File: src/rtl/pwm_timer_pkg.sv
package pwm_timer_pkg;
  typedef enum logic {
    ALIGN_EDGE   = 1'b0,
    ALIGN_CENTRE = 1'b1
  } align_e;

  localparam logic [1:0] REG_PERIOD  = 2'd0;
  localparam logic [1:0] REG_COMPARE = 2'd1;
  localparam logic [1:0] REG_ALIGN   = 2'd2;
  localparam logic [1:0] REG_DEAD    = 2'd3;
endpackage

File: src/rtl/pwm_shadow_bank.sv
module pwm_shadow_bank
  import pwm_timer_pkg::*;
#(
  parameter int CNT_W = 8,
  parameter int DT_W  = 4
) (
  input  logic             clk,
  input  logic             rst,
  input  logic             wr_en,
  input  logic [1:0]       wr_addr,
  input  logic [CNT_W-1:0] wr_data,
  input  logic             load,
  output logic [CNT_W-1:0] per_a,
  output logic [CNT_W-1:0] cmp_a,
  output align_e           mode_a,
  output logic [DT_W-1:0]  dt_a
);
  localparam logic [CNT_W-1:0] PER_RST = '1;

  logic [CNT_W-1:0] per_s, cmp_s;
  align_e           mode_s;
  logic [DT_W-1:0]  dt_s;

  // shadow side: written at any time
  always_ff @(posedge clk) begin
    if (rst) begin
      per_s  <= PER_RST;
      cmp_s  <= '0;
      mode_s <= ALIGN_EDGE;
      dt_s   <= '0;
    end else if (wr_en) begin
      case (wr_addr)
        REG_PERIOD:  per_s  <= wr_data;
        REG_COMPARE: cmp_s  <= wr_data;
        REG_ALIGN:   mode_s <= align_e'(wr_data[0]);
        default:     dt_s   <= wr_data[DT_W-1:0];
      endcase
    end
  end

  // working side: copied only at the count-zero point
  always_ff @(posedge clk) begin
    if (rst) begin
      per_a  <= PER_RST;
      cmp_a  <= '0;
      mode_a <= ALIGN_EDGE;
      dt_a   <= '0;
    end else if (load) begin
      per_a  <= per_s;
      cmp_a  <= cmp_s;
      mode_a <= mode_s;
      dt_a   <= dt_s;
    end
  end
endmodule

File: src/rtl/pwm_updown_counter.sv
module pwm_updown_counter
  import pwm_timer_pkg::*;
#(
  parameter int CNT_W = 8
) (
  input  logic             clk,
  input  logic             rst,
  input  logic [CNT_W-1:0] period,
  input  align_e           mode,
  output logic [CNT_W-1:0] cnt,
  output logic             at_zero
);
  localparam logic [CNT_W-1:0] ONE = CNT_W'(1);

  logic going_up;

  always_ff @(posedge clk) begin
    if (rst) begin
      cnt      <= '0;
      going_up <= 1'b1;
    end else if (mode == ALIGN_EDGE) begin
      going_up <= 1'b1;
      cnt      <= (cnt >= period) ? '0 : cnt + ONE;
    end else if (going_up) begin
      if (cnt >= period) begin
        going_up <= 1'b0;
        cnt      <= (period == '0) ? '0 : cnt - ONE;
      end else begin
        cnt <= cnt + ONE;
      end
    end else begin
      if (cnt == '0) begin
        going_up <= 1'b1;
        cnt      <= (period == '0) ? '0 : ONE;
      end else begin
        cnt <= cnt - ONE;
      end
    end
  end

  assign at_zero = (cnt == '0);
endmodule

File: src/rtl/pwm_dead_gate.sv
module pwm_dead_gate #(
  parameter int DT_W = 4
) (
  input  logic            clk,
  input  logic            rst,
  input  logic            want,
  input  logic [DT_W-1:0] dead,
  output logic            drive_o
);
  logic [DT_W-1:0] wait_cnt;

  always_ff @(posedge clk) begin
    if (rst || !want) begin
      drive_o  <= 1'b0;
      wait_cnt <= '0;
    end else if (wait_cnt >= dead) begin
      drive_o <= 1'b1;
    end else begin
      wait_cnt <= wait_cnt + 1'b1;
    end
  end
endmodule

File: src/rtl/pwm_deadtime_timer.sv
module pwm_deadtime_timer
  import pwm_timer_pkg::*;
#(
  parameter int CNT_W = 8,
  parameter int DT_W  = 4
) (
  input  logic             clk,
  input  logic             rst,
  input  logic             wr_en,
  input  logic [1:0]       wr_addr,
  input  logic [CNT_W-1:0] wr_data,
  output logic             pwm_main_o,
  output logic             pwm_comp_o,
  output logic             cycle_start_o
);
  localparam int N_OUT = 2;

  logic [CNT_W-1:0] per_a, cmp_a, cnt;
  align_e           mode_a;
  logic [DT_W-1:0]  dt_a;
  logic             at_zero;
  logic             raw_q;
  logic [N_OUT-1:0] want, drive;

  pwm_shadow_bank #(.CNT_W(CNT_W), .DT_W(DT_W)) u_regs (
    .clk(clk), .rst(rst), .wr_en(wr_en), .wr_addr(wr_addr), .wr_data(wr_data),
    .load(at_zero), .per_a(per_a), .cmp_a(cmp_a), .mode_a(mode_a), .dt_a(dt_a)
  );

  pwm_updown_counter #(.CNT_W(CNT_W)) u_cnt (
    .clk(clk), .rst(rst), .period(per_a), .mode(mode_a),
    .cnt(cnt), .at_zero(at_zero)
  );

  always_ff @(posedge clk) begin
    if (rst) begin
      raw_q         <= 1'b0;
      cycle_start_o <= 1'b0;
    end else begin
      cycle_start_o <= at_zero;
      if (cmp_a == '0)         raw_q <= 1'b0;
      else if (cmp_a >= per_a) raw_q <= 1'b1;
      else                     raw_q <= (cnt < cmp_a);
    end
  end

  assign want[0] = raw_q;
  assign want[1] = ~raw_q;

  for (genvar g = 0; g < N_OUT; g++) begin : g_gate
    pwm_dead_gate #(.DT_W(DT_W)) u_gate (
      .clk(clk), .rst(rst), .want(want[g]), .dead(dt_a), .drive_o(drive[g])
    );
  end

  assign pwm_main_o = drive[0];
  assign pwm_comp_o = drive[1];
endmodule

File: config.mk
export PLATFORM = sky130hd
export DESIGN_NAME = pwm_deadtime_timer
export DESIGN_NICKNAME = d
export VERILOG_FILES = /design/src/rtl/pwm_timer_pkg.sv /design/src/rtl/pwm_shadow_bank.sv /design/src/rtl/pwm_updown_counter.sv /design/src/rtl/pwm_dead_gate.sv /design/src/rtl/pwm_deadtime_timer.sv
export SDC_FILE = /design/constraint.sdc
export NUM_CORES = 1
export LEC_CHECK = 0
export BUFFER_PORTS_ARGS = -buffer_cell sky130_fd_sc_hd__buf_2
export CAP_MARGIN = 5
export CORE_MARGIN = 10
export CORE_UTILIZATION = 40
export CTS_BUF_LIST = sky130_fd_sc_hd__clkbuf_4 sky130_fd_sc_hd__clkbuf_8
export CTS_CLUSTER_DIAMETER = 50
export CTS_CLUSTER_SIZE = 25
export DETAILED_ROUTE_END_ITERATION = 8
export GPL_ROUTABILITY_DRIVEN = 0
export SYNTH_ARGS = -nofsm -noshare
export SYNTH_HDL_FRONTEND = slang
export SYNTH_SLANG_ARGS = --single-unit
File: constraint.sdc
create_clock -name clk -period 5.3 [get_ports clk]
set_clock_uncertainty 0.2 [all_clocks]
set_input_delay 1.06 -clock clk [delete_from_list [all_inputs] [get_ports clk]]
set_output_delay 1.06 -clock clk [all_outputs]
set_load 0.005 [all_outputs]
Word level (Yosys, flattened, before mapping)

Cells that the tools add are included.

Bitwise logic cells: 2
Order comparisons: 5
Reductions and logical operators: 14
Multiplexer cells: 11
Equality and inequality tests: 2
$add $sub $neg: 4

Operator list:

| operator                                                           | number |
|---|---|
| 8-bit 2-to-1 mux                                                   | 6 |
| 8-bit zero test                                                    | 3 |
| 8-bit >= comparator                                                | 2 |
| 4-bit by 1-bit adder with 4-bit output, second input constant      | 2 |
| 8-bit by 1-bit adder with 8-bit output, second input constant      | 1 |
| 4-bit >= comparator                                                | 2 |
| 8-bit < comparator                                                 | 1 |
| 2-bit AND reduction                                                | 4 |
| 8-bit by 1-bit subtractor with 8-bit output, second input constant | 1 |
| 1-bit 2-to-1 mux                                                   | 5 |
| 2-bit OR reduction                                                 | 2 |
| 3-bit OR reduction                                                 | 1 |
| 2-bit by 1-bit == test with 1-bit output, second input constant    | 1 |
| 2-bit == test, second input constant                               | 1 |
| 2-bit zero test                                                    | 1 |
| 1-bit logical OR                                                   | 2 |
| 1-bit inverter                                                     | 2 |
| 1-bit zero test                                                    | 1 |

Word-level logic and storage cells: 54
Register bits: 63
Input port bits: 13

Depth between registers and ports, before layout

Gate-level depths: netlist of the first run.

Word-level depth: 5
Gate-level depth with buffers: 9
Gate-level depth less buffers: 8

Modules after synthesis

Synthesis of the first run repeated with hierarchy kept, for this count alone.

Cell total of the unflattened synthesis: 399
Area total of the unflattened synthesis: 3,626.0 um^2

By module, submodules not included:

| module             | cells an instance | seq. area each (um^2) | times used | area each (um^2) |
|---|---|---|---|---|
| pwm_shadow_bank    | 157               | 840.8                 | 1          | 1,647.8 |
| pwm_updown_counter | 120               | 180.2                 | 1          | 940.9 |
| pwm_dead_gate      | 32                | 100.1                 | 2          | 292.8 |
| pwm_deadtime_timer | 58                | 40.0                  | 1          | 451.7 |

Worst setup path before layout of the first run

No wires, ideal clock.

Path kind: flip-flop to flip-flop
Start point: register u_cnt.cnt[0]
End point: register u_cnt.cnt[4]
Setup slack: 2.724 ns
Stages on the path, launching flop included: 9
Buffers on the path: 0
Arrival: 2.302 ns
Cells stage by stage: dfxtp_1 inv_1 ha_1 nand2b_1 a2111o_1 a31o_1 a2111oi_4 a221oi_1 a31oi_1

Longest elaborated chain between the ends: 5
Elaborated cells between the ends (all ways): 10

RTL lines:

| item                                        | RTL line                                           | text |
|---|---|---|
| from (decl)                                 | pwm_updown_counter.sv:10                           | `output logic [CNT_W-1:0] cnt,` |
| from (signal assigned)                      | pwm_updown_counter.sv:23                           | `cnt <= (cnt >= period) ? '0 : cnt + ONE;` |
| from (signal assigned)                      | pwm_updown_counter.sv:27                           | `cnt <= (period == '0) ? '0 : cnt - ONE;` |
| from (signal assigned)                      | pwm_updown_counter.sv:29                           | `cnt <= cnt + ONE;` |
| 8-bit by 1-bit subtractor with 8-bit output | pwm_updown_counter.sv:27, pwm_updown_counter.sv:36 |  |
| 8-bit 2-to-1 mux                            | pwm_updown_counter.sv:27                           |  |
| 8-bit 2-to-1 mux                            | pwm_updown_counter.sv:25                           | `if (cnt >= period) begin` |
| 8-bit 2-to-1 mux                            | pwm_updown_counter.sv:24                           | `end else if (going_up) begin` |
| 8-bit 2-to-1 mux (*)                        | pwm_updown_counter.sv:21                           | `end else if (mode == ALIGN_EDGE) begin` |

Every way passes the cells marked *; elsewhere a longest branch is shown, timed or not.
A chain may end at the register's enable or synchronous reset.

==> results of run 1 <==
-- cells in the final DEF (no fill, tap or decap), types with 7 or more instances in the layout --
cell / netlist / final
dfxtp_1: 63 / 63
nand2_1: 38 / 38
nor2_1: 36 / 36
ha_1: 35 / 35
inv_1: 30 / 30
a21oi_1: 27 / 27
mux2i_1: 16 / 16
a211o_1: 15 / 15
buf_2: 2 / 15
a21o_1: 10 / 10
clkbuf_8: 0 / 10
nor2b_1: 9 / 9
nand2b_1: 8 / 8
xnor2_1: 7 / 7
-- metal layers --
metal  global-route usage  share of wire
met3               0.0274          0.029
met1                0.155           0.53
met2                0.174           0.43
met4               0.0403         0.0088
met5                    0              0
-- metrics by stage --
step                      utilization  area, um2  total power [W]
after floorplan                     -       3380         0.000723
after global placement          0.430       3530         0.000781
after detailed placement        0.430       3530         0.000787
after CTS                       0.457       3760          0.00126
after global routing            0.457       3760          0.00133
final                           0.457       3760          0.00125
-- worst reg2reg max path, stage by stage (launching register included) --
cell,delay [ps]
dfxtp_1,380
inv_1,120
ha_1,270
nand2b_1,150
a2111o_1,440
a31o_1,290
a2111oi_4,650
a221oi_1,170
a31oi_1,180
-- sequential cells by signal, summed over array words and instances (netlist names), 4 cells and up --
signal and flops:
u_regs.per_s 8, u_cnt.cnt 8, u_regs.cmp_a 8, u_regs.dt_s 4, g_gate.u_gate.wait_cnt 8, u_regs.per_a 8
u_regs.dt_a 4, u_regs.cmp_s 8
-- final timing paths --
path                                               start                        to  slack, ps  depth (start not counted)
worst max-delay path                                 rst              u_cnt.cnt[3]       2340                          6
worst min-delay path            g_gate[0].u_gate.drive_o  g_gate[0].u_gate.drive_o        250                          2
worst max register to register              u_cnt.cnt[0]              u_cnt.cnt[4]       2390                          8
worst min register to register  g_gate[0].u_gate.drive_o  g_gate[0].u_gate.drive_o        250                          2
-- kinds of logic after synthesis --
logic type,Yosys count
fa+ha+maj,35
xor+xnor,10
compound gates,86
simple gates,125
flops,63
buf+inv,49
mux,17
-- power by group --
part           internal, W  total, W  switching, W
sequential        0.000507  0.000542     0.0000353
combinational    0.0000954  0.000235      0.000140
clock             0.000279  0.000474      0.000195
total             0.000881   0.00125      0.000370
-- cell type report --
class,count,area share
Clock buffer,10,0.0366
Multi-Input combinational cell,273,0.515
Inverter,30,0.0300
Tap cell,105,0.0350
Timing Repair Buffer,17,0.0240
Clock inverter,6,0.0243
Sequential cell,63,0.336
==> out/metrics.cfg, run 1 <==
[global_route]
grt_pass1_vias=2595
grt_use_total=0.115
overflow=0
antenna_found_initial=0
grt_max_degree=58
grt_pass1_wl_mm=12.3

[logic_synthesis]
synth_flop_cell=dfxtp_1
synth-async-reset-ratio=0
yosys.area_share.xor_xnor=0.0259
syn_inst=385
seq_area_frac_synth=0.373
synth_top_cell_by_area=dfxtp_1
ys.warnings.count=0
synthAdderAreaFrac=0.130
synthTopCellsByCount=dfxtp_1, nand2_1, nor2_1, ha_1, inv_1
synth_edf_count=0
synth_mux_area_frac=0.0508
synth.most_common_cell=dfxtp_1
synth_area_leaders=dfxtp_1, ha_1, mux2i_1
synth_top_family_by_area=compound AO/OA/AOI/OAI gates
synth.distinct_cells=45
mappedNetlistNets=433
synth_simple_gate_area_frac=0.179
yosys.area.top_type_share=0.373
synth.cell_area_um2=3380
ys_ff_latch=63
postSynthAreaPerCell_um2=8.77
synth_compound_area_frac=0.186

[placement]
dp_hpwl_mm=5.03
port-buffer-count=15
dp.cells=488
post-place-ws_ps=1990

[route]
wl_per_cell_um=14.1
num_vias=2704
drt_first_pass_iters=4
wirelength_mm=7.12
viasPerCell=5.37
antenna_left=0
remaining_drc_errors=0
drtIter0Drc=137

[sta]
fin_crit_sh=0.558
slew_viol_final=0
tns_ps=0
timing.fmax_mhz=338
layout_setup_ws_ps=2340
tightest_slew_ps=1040
fin_crit_ps=2960
finalHoldViolations=0
hold_ws_ps=245
slew_headroom=0.307
setup_violations=0
rsz0062_at_grt=false

[run_status]
status=completed

[floorplan]
num_rows=33
die_x_um=112
die_h_um=112
coreArea_um2=8220
start_util=0.411
ios=16
die_area_um2=12500

[worst_setup_path]
worstPathArrival_ps=2970
slowest_stage=buf_2
cp_slowest_stage_delay_ps=750
critical_path_class=in -> reg
cp-start-kind=primary input
crit_chain=buf_2 > nor2_1 > a41o_1 > a21o_1 > a221oi_1 > o22ai_1
crit_path_max_fanout=57
cp-end-kind=flop
crit_buf_inv=1
crit_family=compound AO/OA/AOI/OAI gates
required_ps=5320

[clock_network]
cts_buffers=9
htreeDepth=3
cts-root-buf=clkbuf_8
insertion_delay_ps=340
postCtsHoldBufs=0
clk_pin_slew_ps=80
cts_resized=0
cts.path.max_buffers=2
cts_setup_buffers=0
cts_sinks=63
cts_tree=yes

[cells_and_area]
nFillCells=774
antenna_cells=0
multi_input_area_um2=1930
drive_above_1_share=0.0927
regArea_um2=1260
synthToLayoutAreaGrowth_pct=11.3
fin_nets=442
instances_no_fill=504

[pwr]
ir_worst_vdd_mv=0.262
leakagePower_nw=1.66
powerDensity_nw_per_um2=333

[worst_hold_path]
hp-class=reg -> reg

[job]
maxCapViolations=0

Power figures use the tool's default switching activity.
==> run 2: changes to the inputs <==
- ABC_AREA: unset -> 1
- clock period: 5.3 -> 2.56 ns (I/O delays scaled with it)
==> out/metrics.cfg, run 2 <==
[run_status]
status=completed

[pwr]
power_w=0.00291
leakagePower_nw=1.77
powerDensity_nw_per_um2=779
ir_worst_vdd_mv=0.379

[route]
antenna_left=0
drtIter0Drc=160
drt_first_pass_iters=4
wirelength_mm=7.37
remaining_drc_errors=0
num_vias=2890
wl_per_cell_um=12.8
viasPerCell=5.00

[logic_synthesis]
synth.distinct_cells=29
ys_ff_latch=63
synth_top_family_by_area=simple AND/OR/NAND/NOR gates
yosys.area.top_type_share=0.377
synth-async-reset-ratio=0
synth.most_common_cell=dfxtp_1
postSynthAreaPerCell_um2=7.48
synth_edf_count=0
syn_inst=447
synthAdderAreaFrac=0.131
ys.warnings.count=0
yosys.area_share.xor_xnor=0.0183
synth_mux_area_frac=0
seq_area_frac_synth=0.377
synth_top_cell_by_area=dfxtp_1
synth_simple_gate_area_frac=0.211
synth_compound_area_frac=0.168
synth.cell_area_um2=3340
synth_flop_cell=dfxtp_1
synth_area_leaders=dfxtp_1, ha_1, a21oi_1
synthTopCellsByCount=dfxtp_1, inv_1, nand2_1, a21oi_1, o21ai_0
mappedNetlistNets=495

[floorplan]
start_util=0.409
die_x_um=111
coreArea_um2=8180
die_h_um=111
die_area_um2=12400
num_rows=33
ios=16

[worst_setup_path]
worstPathArrival_ps=2190
cp-start-kind=flop
rr_worst_depth=7
slowest_stage=dfxtp_1
crit_buf_inv=0
cp-end-kind=flop
critical_path_class=reg -> reg
cp.depth=7
r2r_start=u_cnt.cnt[5]
rr_endpoint=u_cnt.cnt[3]
cp_slowest_stage_delay_ps=530
r2r_setup_slack_ps=430
required_ps=2620
crit_family=compound AO/OA/AOI/OAI gates
crit_path_max_fanout=8
crit_chain=ha_1 > a21oi_1 > o21a_1 > nand2_1 > a21oi_1 > nand2_1 > o21ai_0

[sta]
hold_ws_ps=193
tightest_slew_ps=543
finalHoldViolations=0
timing.fmax_mhz=470
rsz0062_at_grt=false
fin_crit_ps=2130
fin_crit_sh=0.832
setup_violations=0
slew_viol_final=0
slew_headroom=0.636
tns_ps=0

[cells_and_area]
drive_above_1_share=0.108
fin_util=0.457
layout_common_cells=dfxtp_1, inv_1, nand2_1
nFillCells=849
instances_no_fill=578
fin_nets=516
antenna_cells=0
final_common_cell=dfxtp_1
synthToLayoutAreaGrowth_pct=11.8

[worst_hold_path]
hp-class=in -> reg
min_delay_path_depth=3
min_to=u_regs.per_s[7]
holdCritStartpoint=wr_data[7]

[clock_network]
insertion_delay_ps=340
cts-root-buf=clkbuf_8
cts.path.max_buffers=2
cts_setup_buffers=0
clk_pin_slew_ps=70
cts_tree=yes
htreeDepth=3
cts_resized=0
cts_sinks=63
cts_buffers=9
postCtsHoldBufs=0

[global_route]
overflow=0
grt_use_total=0.120
grt_max_degree=26
grt_pass1_wl_mm=12.6
antenna_found_initial=0
grt_pass1_vias=2667

[placement]
dp_hpwl_mm=5.55
dp.cells=562
port-buffer-count=15

[job]
maxCapViolations=0

[run 2: cell types whose count changed after synthesis, moves of 9 or more]
cell	before	now
o21ai_0	2	38
mux2i_1	16	0
inv_1	30	62
a211o_1	15	0
a21o_1	10	0
nand2_1	38	61
nand4_1	0	12
nand3_1	6	30
a21oi_1	27	47
o21ai_1	1	14
nor2b_1	9	0
clkbuf_1	16	3
[run 2: worst max path at each step]
stage | startpoint | slack [ps] | end
2_1_floorplan | u_cnt.cnt[0] | 840 | u_cnt.cnt[0]
3_5_place_dp | u_cnt.cnt[5] | 490 | u_cnt.cnt[3]
4_1_cts | u_cnt.cnt[5] | 480 | u_cnt.cnt[3]
6_report | u_cnt.cnt[5] | 430 | u_cnt.cnt[3]
5_1_grt | u_cnt.cnt[5] | 280 | u_cnt.cnt[3]
3_3_place_gp | u_cnt.cnt[5] | 530 | u_cnt.cnt[3]
[run 2: cell type report]
cell class	instances	area, um2	area share
repair buffers	20	113	0.0301
multi-input cells	305	1770	0.474
clock buffers	11	145	0.0388
flip-flops and latches	63	1260	0.338
clock inverters	5	57.6	0.0154
inverters	69	259	0.0693
well taps	105	131	0.0352
[run 2: cell families after synthesis]
kind of cell	after synthesis
buffers and inverters	79
flip-flops	63
XOR/XNOR	7
AO/OA/AOI/OAI	108
AND/OR/NAND/NOR	155
adder cells (fa/ha/maj)	35
[run 2: per-stage QoR]
stage	setup WS [ps]	area [um2]
6_report	431	3740
5_1_grt	275	3740
4_1_cts	476	3740
3_5_place_dp	493	3530
3_3_place_gp	527	3530
2_1_floorplan	844	3340
[run 2: report_power, final]
group | switching [W] | leakage, nW | internal (W)
clock | 0.000402 | 0.107 | 0.000487
sequential | 0.0000847 | 0.517 | 0.00112
combinational | 0.000532 | 1.15 | 0.000287
[run 2: tightest hold or removal path, delay by kind of cell]
family	cells	cell delay, ps
and+or+nand+nor	2	110
buffers and inverters	1	90
[run 2: routing by layer]
metal	GRT usage	vias up	part of all wire
met4	0.0591	0	0.017
met2	0.191	44	0.46
met5	0	-	0
li1	-	1534	-
met1	0.152	1303	0.49
met3	0.0215	9	0.035
==> run 3: changes to the inputs <==
- ABC_AREA: 1 -> 0
- clock period: 2.56 -> 1.85 ns (I/O delays scaled with it)
==> out/metrics.cfg, run 3 (synthesis gave the netlist of run 1 again) <==
[run_status]
status=complete, but fails checks
violations=setup timing

[worst_setup_path]
crit_path_max_fanout=5
rr_worst_depth=9
cp-end-kind=flop
critical_path_class=reg -> reg
required_ps=1940
worstPathArrival_ps=2470
cp-start-kind=flop

[worst_hold_path]
hp-class=in -> reg
min_delay_path_depth=2

[pwr]
switchingPower_w=0.00130
switching_share=0.318
powerDensity_nw_per_um2=863
combPwrFrac=0.321
power_w=0.00408
p_int_w=0.00278
seq_power_share=0.374
leakagePower_nw=2.11
ir_worst_vdd_mv=0.581
p_clk_frac=0.305

[sta]
tightest_slew_ps=439
layout_setup_ws_ps=-525
finalHoldViolations=0
setup_violations=41
timing.fmax_mhz=421
slew_viol_final=0
slew_headroom=0.704
rsz0062_at_grt=true
fin_crit_sh=1.28
fin_crit_ps=2380

[cells_and_area]
fin_util=0.575
final_area_um2=4730
drive_above_1_share=0.368
fin_nets=518
synthToLayoutAreaGrowth_pct=39.9
layout_common_cells=buf_4, dfxtp_1, nor2_1
nFillCells=718
final_common_cell=buf_4
antenna_cells=0

[route]
wl_met2_mm=4.33
drt_first_pass_iters=4
drtIter0Drc=118
wl_per_cell_um=15.5
wirelength_mm=8.96
viasPerCell=5.20
wirelength_met1_mm=4.19
num_vias=3014
wl_met3_um=304
antenna_left=0
highest_layer=met4
remaining_drc_errors=0

[floorplan]
start_util=0.411
die_area_um2=12500
die_h_um=112
ios=16
die_x_um=112
num_rows=33
coreArea_um2=8220

[placement]
port-buffer-count=15
dpl_cell_area_um2=4040
dp_hpwl_mm=6.21

[clock_network]
cts-root-buf=clkbuf_8
insertion_delay_ps=350
cts_tree=yes
postCtsHoldBufs=0
clk_pin_slew_ps=90
cts_buffers=9
htreeDepth=3
cts.path.max_buffers=2
cts_sinks=63

[global_route]
grt_max_degree=36
grt_use_total=0.143
grt_pass1_vias=3105
grt_pass1_wl_mm=15.0
antenna_found_initial=0
overflow=0

[job]
maxCapViolations=0

-- run 3: cell types whose count changed in the layout (fill, tap and decap cells not counted), moves of 13 or more --
cell / change
o21ai_0: -36
nand2_1: -28
a21oi_1: -33
nand3_1: -24
o21ai_1: -13
a211o_1: +15
mux2i_1: +16
inv_1: -38
buf_4: +56
-- run 3: per-layer routing --
| metal | GRT usage | up-vias |
|---|---|---|
| li1 | - | 1532 |
| met1 | 0.176 | 1422 |
| met2 | 0.237 | 50 |
| met3 | 0.0301 | 10 |
| met4 | 0.0523 | 0 |
| met5 | 0 | - |
-- run 3: final timing paths --
path,to,from,slack [ps]
setup reg to reg,u_cnt.cnt[6],u_cnt.cnt[0],-530
setup / recovery,u_cnt.cnt[6],u_cnt.cnt[0],-530
hold / removal,u_regs.per_s[7],wr_data[7],40
hold reg to reg,u_regs.dt_a[1],u_regs.dt_s[1],250
-- run 3: final cells by class --
class / count / area [um2] / area share
Clock buffer: 9 / 124 / 0.0262
Sequential cell: 63 / 1280 / 0.270
Inverter: 30 / 113 / 0.0238
Tap cell: 105 / 131 / 0.0278
Multi-Input combinational cell: 273 / 2230 / 0.472
Timing Repair Buffer: 93 / 771 / 0.163
Clock inverter: 7 / 80.1 / 0.0169
-- run 3: power groups by stage --
stage	registers [W]	logic (W)	clock network, W
global route	0.00154	0.00143	0.00133
global placement	0.00154	0.000948	0
floorplan	0.00153	0.000570	0
CTS	0.00152	0.00126	0.00127
detailed placement	0.00154	0.000966	0
finish	0.00152	0.00131	0.00124
-- run 3: repair_timing --
action,4_1_cts,5_1_grt
pin swaps,35,14
endpoints found under the setup margin,41,42
setup buffers,11,4
gates cloned,3,0
resized for setup,62,20
endpoints found under the hold margin,0,0
-- run 3: stage by stage --
| step | hold WS, ps | setup TNS, ps | cells | setup WS [ps] |
|---|---|---|---|---|
| after floorplan | 227 | -3940 | 385 | -550 |
| after global placement | 231 | -8240 | 548 | -499 |
| after detailed placement | 243 | -9040 | 548 | -551 |
| after CTS | 25.0 | -11960 | 578 | -517 |
| after global routing | 43.7 | -14650 | 580 | -619 |
| final | 40.0 | -10710 | 580 | -525 |
-- run 3: critical path, cell delays in order (launching register included) --
cell       delay (ps)
dfxtp_2           330
inv_2              50
ha_4              200
nand2b_4          120
a2111o_1          390
a31o_4            260
a2111oi_4         350
buf_4             210
a22oi_1            70
a21oi_1           150
